`config.mk`:
```
export PLATFORM = sky130hd
export DESIGN_NAME = cfg_port_target
export DESIGN_NICKNAME = d
export VERILOG_FILES = /design/src/rtl/cfg_port_pkg.sv /design/src/rtl/cfg_cell_array.sv /design/src/rtl/cfg_req_tracker.sv /design/src/rtl/cfg_port_target.sv
export SDC_FILE = /design/constraint.sdc
export NUM_CORES = 1
export LEC_CHECK = 0
export ABC_AREA = 1
export BUFFER_PORTS_ARGS = -buffer_cell sky130_fd_sc_hd__buf_2
export CAP_MARGIN = 20
export CELL_PAD_IN_SITES_DETAIL_PLACEMENT = 0
export CELL_PAD_IN_SITES_GLOBAL_PLACEMENT = 1
export CORE_MARGIN = 2
export CORE_UTILIZATION = 35
export DETAILED_ROUTE_END_ITERATION = 7
export GPL_ROUTABILITY_DRIVEN = 0
export PLACE_DENSITY = 0.69
export SYNTH_ARGS = -nofsm -noshare
export SYNTH_HDL_FRONTEND = slang
export SYNTH_SLANG_ARGS = --single-unit
```
`constraint.sdc`:
```
create_clock -name clk -period 1.3 [get_ports clk]
set_input_delay 0.13 -clock clk [delete_from_list [all_inputs] [get_ports clk]]
set_output_delay 0.13 -clock clk [all_outputs]
set_load 0.03 [all_outputs]
```
`src/rtl/cfg_port_pkg.sv`:
```
package cfg_port_pkg;
   typedef enum logic {
      OP_READ  = 1'b0,
      OP_WRITE = 1'b1
   } op_e;

   localparam int INIT_UNIFORM = 0;
   localparam int INIT_INDEXED = 1;
endpackage

```
`src/rtl/cfg_cell_array.sv`:
```
module cfg_cell_array
   import cfg_port_pkg::*;
#(
   parameter int DATA_W                 = 16,
   parameter int CELLS                  = 8,
   parameter int INIT_MODE              = INIT_UNIFORM,
   parameter logic [DATA_W-1:0] INIT_VAL = '0,
   localparam int ADDR_W                = $clog2(CELLS)
) (
   input  logic              clk,
   input  logic              rst_n,
   input  logic              wr_en,
   input  logic [ADDR_W-1:0] wr_addr,
   input  logic [DATA_W-1:0] wr_data,
   input  logic [ADDR_W-1:0] rd_addr,
   output logic [DATA_W-1:0] rd_data
);
   logic [CELLS-1:0][DATA_W-1:0] cell_bus;

   for (genvar i = 0; i < CELLS; i++) begin : g_cell
      localparam logic [DATA_W-1:0] SEED =
         (INIT_MODE == INIT_INDEXED) ? (INIT_VAL ^ DATA_W'(i)) : INIT_VAL;
      logic [DATA_W-1:0] q;

      always_ff @(posedge clk or negedge rst_n) begin
         if (!rst_n)
            q <= SEED;
         else if (wr_en && (wr_addr == ADDR_W'(i)))
            q <= wr_data;
      end

      assign cell_bus[i] = q;
   end

   assign rd_data = cell_bus[rd_addr];
endmodule

```
`src/rtl/cfg_req_tracker.sv`:
```
module cfg_req_tracker #(
   parameter int LATENCY = 3
) (
   input  logic clk,
   input  logic rst_n,
   input  logic req_en,
   output logic accept,
   output logic ready,
   output logic collision
);
   logic busy;

   assign accept = req_en && !busy;

   if (LATENCY == 1) begin : g_direct
      always_ff @(posedge clk or negedge rst_n) begin
         if (!rst_n) ready <= 1'b0;
         else        ready <= accept;
      end
      assign busy = ready;
   end else begin : g_count
      localparam int CNT_W = $clog2(LATENCY + 1);
      logic [CNT_W-1:0] cnt;
      logic             busy_q;

      always_ff @(posedge clk or negedge rst_n) begin
         if (!rst_n) begin
            busy_q <= 1'b0;
            ready  <= 1'b0;
            cnt    <= '0;
         end else if (accept) begin
            busy_q <= 1'b1;
            cnt    <= CNT_W'(LATENCY - 1);
         end else if (busy_q) begin
            if (ready) begin
               busy_q <= 1'b0;
               ready  <= 1'b0;
            end else begin
               cnt <= cnt - 1'b1;
               if (cnt == CNT_W'(1)) ready <= 1'b1;
            end
         end
      end
      assign busy = busy_q;
   end

   always_ff @(posedge clk or negedge rst_n) begin
      if (!rst_n)
         collision <= 1'b0;
      else if (req_en && busy)
         collision <= 1'b1;
   end
endmodule

```
`src/rtl/cfg_port_target.sv`:
```
module cfg_port_target
   import cfg_port_pkg::*;
#(
   parameter int DATA_W                  = 16,
   parameter int CELLS                   = 8,
   parameter int LATENCY                 = 3,
   parameter int INIT_MODE               = INIT_UNIFORM,
   parameter logic [DATA_W-1:0] INIT_VAL = '0,
   parameter logic [DATA_W-1:0] POISON   = {(DATA_W/4){4'hD}},
   localparam int ADDR_W                 = $clog2(CELLS)
) (
   input  logic              clk,
   input  logic              rst_n,
   input  logic              req_en,
   input  logic              req_wr,
   input  logic [ADDR_W-1:0] req_addr,
   input  logic [DATA_W-1:0] req_wdata,
   output logic [DATA_W-1:0] rsp_rdata,
   output logic              rsp_ready,
   output logic              collision
);
   if (CELLS < 2 || (1 << ADDR_W) != CELLS) begin : g_bad_cells
      $error("CELLS must be a power of two of at least 2");
   end
   if (LATENCY < 1) begin : g_bad_latency
      $error("LATENCY must be at least 1");
   end
   if (INIT_MODE != INIT_UNIFORM && INIT_MODE != INIT_INDEXED) begin : g_bad_init
      $error("INIT_MODE must be 0 or 1");
   end
   if (DATA_W < 4) begin : g_bad_width
      $error("DATA_W must be at least 4");
   end

   logic              accept;
   logic              ready;
   op_e               op_q;
   logic [ADDR_W-1:0] addr_q;
   logic [DATA_W-1:0] cell_word;

   cfg_req_tracker #(.LATENCY(LATENCY)) u_track (
      .clk       (clk),
      .rst_n     (rst_n),
      .req_en    (req_en),
      .accept    (accept),
      .ready     (ready),
      .collision (collision)
   );

   always_ff @(posedge clk or negedge rst_n) begin
      if (!rst_n) begin
         op_q   <= OP_READ;
         addr_q <= '0;
      end else if (accept) begin
         op_q   <= req_wr ? OP_WRITE : OP_READ;
         addr_q <= req_addr;
      end
   end

   cfg_cell_array #(
      .DATA_W    (DATA_W),
      .CELLS     (CELLS),
      .INIT_MODE (INIT_MODE),
      .INIT_VAL  (INIT_VAL)
   ) u_cells (
      .clk     (clk),
      .rst_n   (rst_n),
      .wr_en   (accept && req_wr),
      .wr_addr (req_addr),
      .wr_data (req_wdata),
      .rd_addr (addr_q),
      .rd_data (cell_word)
   );

   assign rsp_ready = ready;
   assign rsp_rdata = (ready && op_q == OP_READ) ? cell_word : POISON;
endmodule

```
# ---- Word level (Yosys, flattened, before mapping)
# Cells that the tools add are included.
dict set report totals {
  ff_bits 137
  latch_bits 0
  ramBits 0
  mem_bits_ro 0
  in_bits 23
  word_cells 56
  memories 0
}
dict set report op_classes {
  addsub 1
  multipliers 0
  div 0
  n_lt_le_gt_ge 1
  n_eq_ne 9
  shift 0
  n_mux 12
  n_bitwise 2
  reduce_logical 17
}
# cell n
set ops {}
lappend ops {{$bmux W16 S3} 1}
lappend ops {{$mux W16} 2}
lappend ops {{$eq A3 B3 Y1 const B} 4}
lappend ops {{$logic_and A1 B1 Y1} 12}
lappend ops {{$eq A3 B2 Y1 const B} 2}
lappend ops {{$mux W1} 6}
lappend ops {{$mux W2} 3}
lappend ops {{$lt A3 B4 Y1 const B} 1}
lappend ops {{$reduce_and A2 Y1} 2}
lappend ops {{$eq A3 B1 Y1 const B} 1}
lappend ops {{$logic_not A3 Y1} 1}
lappend ops {{$eq A2 B1 Y1 const B} 1}
lappend ops {{$ne A2 B2 Y1 const B} 1}
lappend ops {{$not A1 Y1} 2}
lappend ops {{$reduce_bool A2 Y1} 1}
lappend ops {{$sub A2 B1 Y2 const B} 1}
lappend ops {{$logic_not A1 Y1} 1}

# ---- Longest topological paths before layout
dict set report logic_depth {
  depth_word 4
  depth_mapped 9
  depth_no_buf 8
}

# ---- Cells and area by module
# From an unflattened synthesis, not the netlist that was laid out.
dict set report hier_totals {
  cells_unflattened 944
  area_unflattened_um2 6791.5
}
# mod n_inst cells_each area_per_inst_um2
set by_module_without_submodules {}
lappend by_module_without_submodules {cfg_cell_array 1 867 6274.8}
lappend by_module_without_submodules {cfg_port_target 1 55 301.5}
lappend by_module_without_submodules {cfg_req_tracker 1 22 215.2}

# ---- Worst setup path after synthesis
# Ideal clock, no wire load.
dict set report synth_timing {
  path_type {flip-flop to output port}
  from {reg u_track.ready}
  to {out rsp_rdata[10]}
  arrival_ns 1.481
  required_time_ns 1.170
  path_slack_ns -0.311
  path_stages_with_launch 5
  path_cell_list {dfrtp_1 > inv_1 > nor2_1 > clkbuf_1 > nand3_1}
}
dict set report synth_via {
  elab_chain_len 2
}
# element line
set synth_lines {}
lappend synth_lines {{start, declared} cfg_req_tracker.sv:8} ;# output logic ready,
lappend synth_lines {{start signal, assigned} cfg_req_tracker.sv:29} ;# ready <= 1'b0;
lappend synth_lines {{start signal, assigned} cfg_req_tracker.sv:37} ;# ready <= 1'b0;
lappend synth_lines {{start signal, assigned} cfg_req_tracker.sv:40} ;# if (cnt == CNT_W'(1)) ready <= 1'b1;
lappend synth_lines {{$logic_and A1 B1 Y1} cfg_port_target.sv:76} ;# assign rsp_rdata = (ready && op_q == OP_READ) ? cell_word : POISON;
lappend synth_lines {{$mux W16} cfg_port_target.sv:76}
lappend synth_lines {{end, declared} cfg_port_target.sv:18} ;# output logic [DATA_W-1:0] rsp_rdata,
# Every way passes these cells.

# ---- Worst setup path after layout
dict set report layout_timing {
  from {reg addr_q[0]}
  to {out rsp_rdata[8]}
}
dict set report layout_via {
  elab_chain_len 3
}
# element line
set layout_lines {}
lappend layout_lines {{start, declared} cfg_port_target.sv:38} ;# logic [ADDR_W-1:0] addr_q;
lappend layout_lines {{start signal, assigned} cfg_port_target.sv:56} ;# addr_q <= req_addr;
lappend layout_lines {{$bmux W16 S3} cfg_cell_array.sv:35} ;# assign rd_data = cell_bus[rd_addr];
lappend layout_lines {{$mux W16 (not written as such)} cfg_cell_array.sv:35}
lappend layout_lines {{$mux W16} cfg_port_target.sv:76}
# Every way passes these cells. The select of a mux whose other input is x is not followed.

==> impl_metrics.csv <==
group,metric,value,unit
detailed_routing,remaining_drc_errors,0,
clock_network,cts_made_buffers,17,
cells_and_area,final_net_count,1021,
sta,layout_worst_path_cycle_share,1.395,
global_route,number_of_antenna_violations_at_the_first_check_in_global_routing,0,
floorplanning,overall_die_area,20120,µm²
clock_network,clock_tree_from_tritoncts,"done",
clock_network,clock-root-buffer,"clkbuf_16",
run_status,violations_in_the_final_reports,"setup timing",
cells_and_area,area.growth.synth_to_final,48.68,%
setup_path,cp_data_required_time,1.17,ns
sta,finalSetupViolCount,144,
floorplanning,initial_cell_density_of_the_core,0.3566,
logic_synthesis,synth_warnings,0,
sta,fin_crit,1.813,ns
floorplanning,io_pins,41,
setup_path,worst_setup_path_end_kind,"output port",
detailed_routing,vias,6353,
setup_path,critical_path_arrival,1.68,ns
logic_synthesis,synth_nets,928,
setup_path,crit-reg2reg-capture,"u_cells.g_cell[4].q[0]",
logic_synthesis,postSynthCellCount,904,
placed_design,placement.cell_area,7600,µm²
clock_network,worst_skew_pair_latency,0.42,ns
logic_synthesis,share_of_yosys_cell_area_claimed_by_the_top_area_cell_type,0.5156,
cells_and_area,finalInstanceArea,9886,µm²
detailed_routing,drt_pre_antenna_iters,5,
placed_design,io_buffer_count,40,
detailed_routing,viasPerCell,5.107,
detailed_routing,detail_route.wirelength,23810,µm
sta,worst-slew-pin-transition,0.4295,ns
sta,timing.clock.skew,0.006260,ns
sta,setup_total_negative_slack,-28.88,ns
logic_synthesis,synth_commonest_cells,"nand2_1 (470), dfrtp_1 (137), nand3_1 (120)",
global_route,grt-ovfl-total,0,
cells_and_area,finish.cell_count_without_fillers,1244,
detailed_routing,routedWlPerCell,19.14,µm
power,power_density,2097,nW/µm²
global_route,grt_usage,0.2411,
hold_path,hold_start,"req_wdata[4]",
logic_synthesis,syn_area_per_cell,7.355,µm²
run_status,outcome,"complete, but fails checks",
global_route,grt_max_degree,37,
global_route,first_global_vias,6209,
clock_network,clock-sinks,137,
logic_synthesis,synth_enable_flop_cells,0,
run,drv.max_cap_violation_count,0,
sta,max_freq,0.5515,GHz
floorplanning,dieWidth,141.8,µm
logic_synthesis,synth.yosys.seq_area_share,0.5156,
cells_and_area,final.fill_count,1767,
logic_synthesis,netlist-cell-type-count,26,
floorplanning,floorplan_core_area,18640,µm²
sta,report.final.slew_viol_count,0,
setup_path,rr_startpoint,"u_track.busy",
setup_path,worst-setup-path-type,"reg -> out",
hold_path,holdPathEnd,"u_cells.g_cell[6].q[4]",
logic_synthesis,async_s_r_ff_share_synth,1.000,
hold_path,min_path_cells,3,
detailed_routing,ant_nets,0,
setup_path,setup.worst_path.start_class,"flop",
power,p_leak,0.004868,µW
clock_network,path_clk_slew,0.06,ns
floorplanning,rows,50,
setup_path,regToRegSetupSlack,-0.27,ns
logic_synthesis,yosysTopAreaCell,"dfrtp_1",
floorplanning,floorplan.die.height,141.8,µm
power,vdd.ir_drop.worst,1.190,mV
hold_path,class_of_the_tightest_hold_or_removal_check,"in -> reg",
sta,worst_setup_slack_final,-0.5132,ns
logic_synthesis,ys.flop_type,"dfrtp_1",
cells_and_area,fraction_of_final_layout_cells_with_drive_strength_greater_than_1,0.4426,
sta,grt_setup_unrepaired,"true",
cells_and_area,antenna_cells,0,
global_route,grt_pass1_wl,36110,µm
clock_network,cts_max_path_buffers,2,
detailed_routing,dr.first_iter.drc_count,347,
sta,final_hold_viol_count,0,
logic_synthesis,synth.top_cells.by_area,"dfrtp_1 (52%), nand2_1 (27%), nand3_1 (9.0%)",
setup_path,worstRegToRegCells,9,
setup_path,crit_fanout,13,
sta,slew-limit-headroom,0.7137,
logic_synthesis,syn_area,6649,µm²
placed_design,placed_cells,1180,
clock_network,htree_levels,4,
placed_design,hpwlAfterDp,14020,µm
logic_synthesis,synthMostInstantiatedCell,"nand2_1",
logic_synthesis,flop_and_latch_count_out_of_synthesis,137,
-- worst max-delay path, cell delays in order, from the launching register on --
cell	delay, ns
dfrtp_2	0.49
inv_8	0.14
clkbuf_16	0.18
nand2_1	0.06
nand3_1	0.08
nand3_2	0.09
nand3_2	0.09
buf_6	0.13
-- layer usage --
metal,wire length (µm),GRT usage
met4,378,0.05737
met3,937,0.04084
met2,12100,0.4139
met1,10400,0.3194
met5,0,0
-- worst max-delay path by stage --
stage                                    endpoint  depth (start not counted)  slack [ns]          from
after floorplan            u_cells.g_cell[0].q[0]                          9       -0.05  u_track.busy
after global placement     u_cells.g_cell[4].q[4]                          6       -0.23  u_track.busy
after detailed placement  u_cells.g_cell[4].q[10]                          6       -0.24  u_track.busy
after CTS                            rsp_rdata[1]                          8       -0.55     addr_q[0]
after global routing                rsp_rdata[13]                          8       -0.58     addr_q[0]
final                                rsp_rdata[8]                          7       -0.51     addr_q[0]
-- cells by family (layout without fill, tap and decap cells) --
family / after synthesis / after routing / share of synthesized area
AND/OR/NAND/NOR: 618 / 618 / 0.3831
adder cells (fa/ha/maj): 1 / 1 / 0.001882
AO/OA/AOI/OAI: 37 / 37 / 0.02823
flip-flops: 137 / 137 / 0.5156
buffers and inverters: 111 / 217 / 0.07113
-- repair_timing --
item	4_1_cts	5_1_grt
gates cloned	8	4
hold buffers	2	0
gates resized for setup	161	266
pin swaps	44	90
setup buffers	23	7
endpoints found under the setup margin	129	145
endpoints found under the hold margin	124	0
-- cell type report --
cell class	instances	area [µm²]	share of cell area
clock buffers	18	429.2	0.04341
flip-flops and latches	137	3431	0.3470
well taps	234	292.8	0.02962
clock inverters	14	151.4	0.01531
inverters	49	240.2	0.02430
repair buffers	136	1584	0.1602
multi-input cells	656	3757	0.3801
-- sequential cells by signal, summed over array words and instances (netlist names) --
name / count
u_track.ready: 1
u_cells.g_cell.q: 128
op_q: 1
u_track.g_count.cnt: 2
addr_q: 3
u_track.busy: 1
u_track.collision: 1
-- through the flow --
stage / power (µW) / utilization / setup slack, ns / hold WS, ns
floorplan: 11320 / - / -0.05255 / -0.1656
finish: 20730 / 0.5303 / -0.5132 / 0.03282
CTS: 19550 / 0.4870 / -0.5528 / 0.01271
global route: 22000 / 0.5303 / -0.5792 / 0.03134
global placement: 13600 / 0.4077 / -0.2326 / 0.07777
detailed placement: 13670 / 0.4077 / -0.2387 / 0.07299
-- power breakdown --
group          switching [µW]  internal [µW]
clock                    1990           2830
combinational            5100           3560
sequential               1220           6020
total                    8310          12400
-- cells in the final DEF (no fill, tap or decap), types with 6 or more instances in the layout --
master | netlist | final
nand3_2 | 1 | 49
buf_8 | 0 | 13
nand2_4 | 1 | 27
buf_2 | 32 | 22
o21ai_1 | 5 | 13
o21ai_2 | 0 | 6
clkbuf_16 | 0 | 20
nor2_4 | 3 | 15
buf_4 | 2 | 32
dfrtp_1 | 137 | 135
o21ai_0 | 29 | 15
nand3_1 | 120 | 71
inv_1 | 41 | 40
nand2_2 | 3 | 168
nand2_1 | 470 | 277
buf_12 | 0 | 18
buf_6 | 0 | 42
Power figures use the tool's default switching activity.
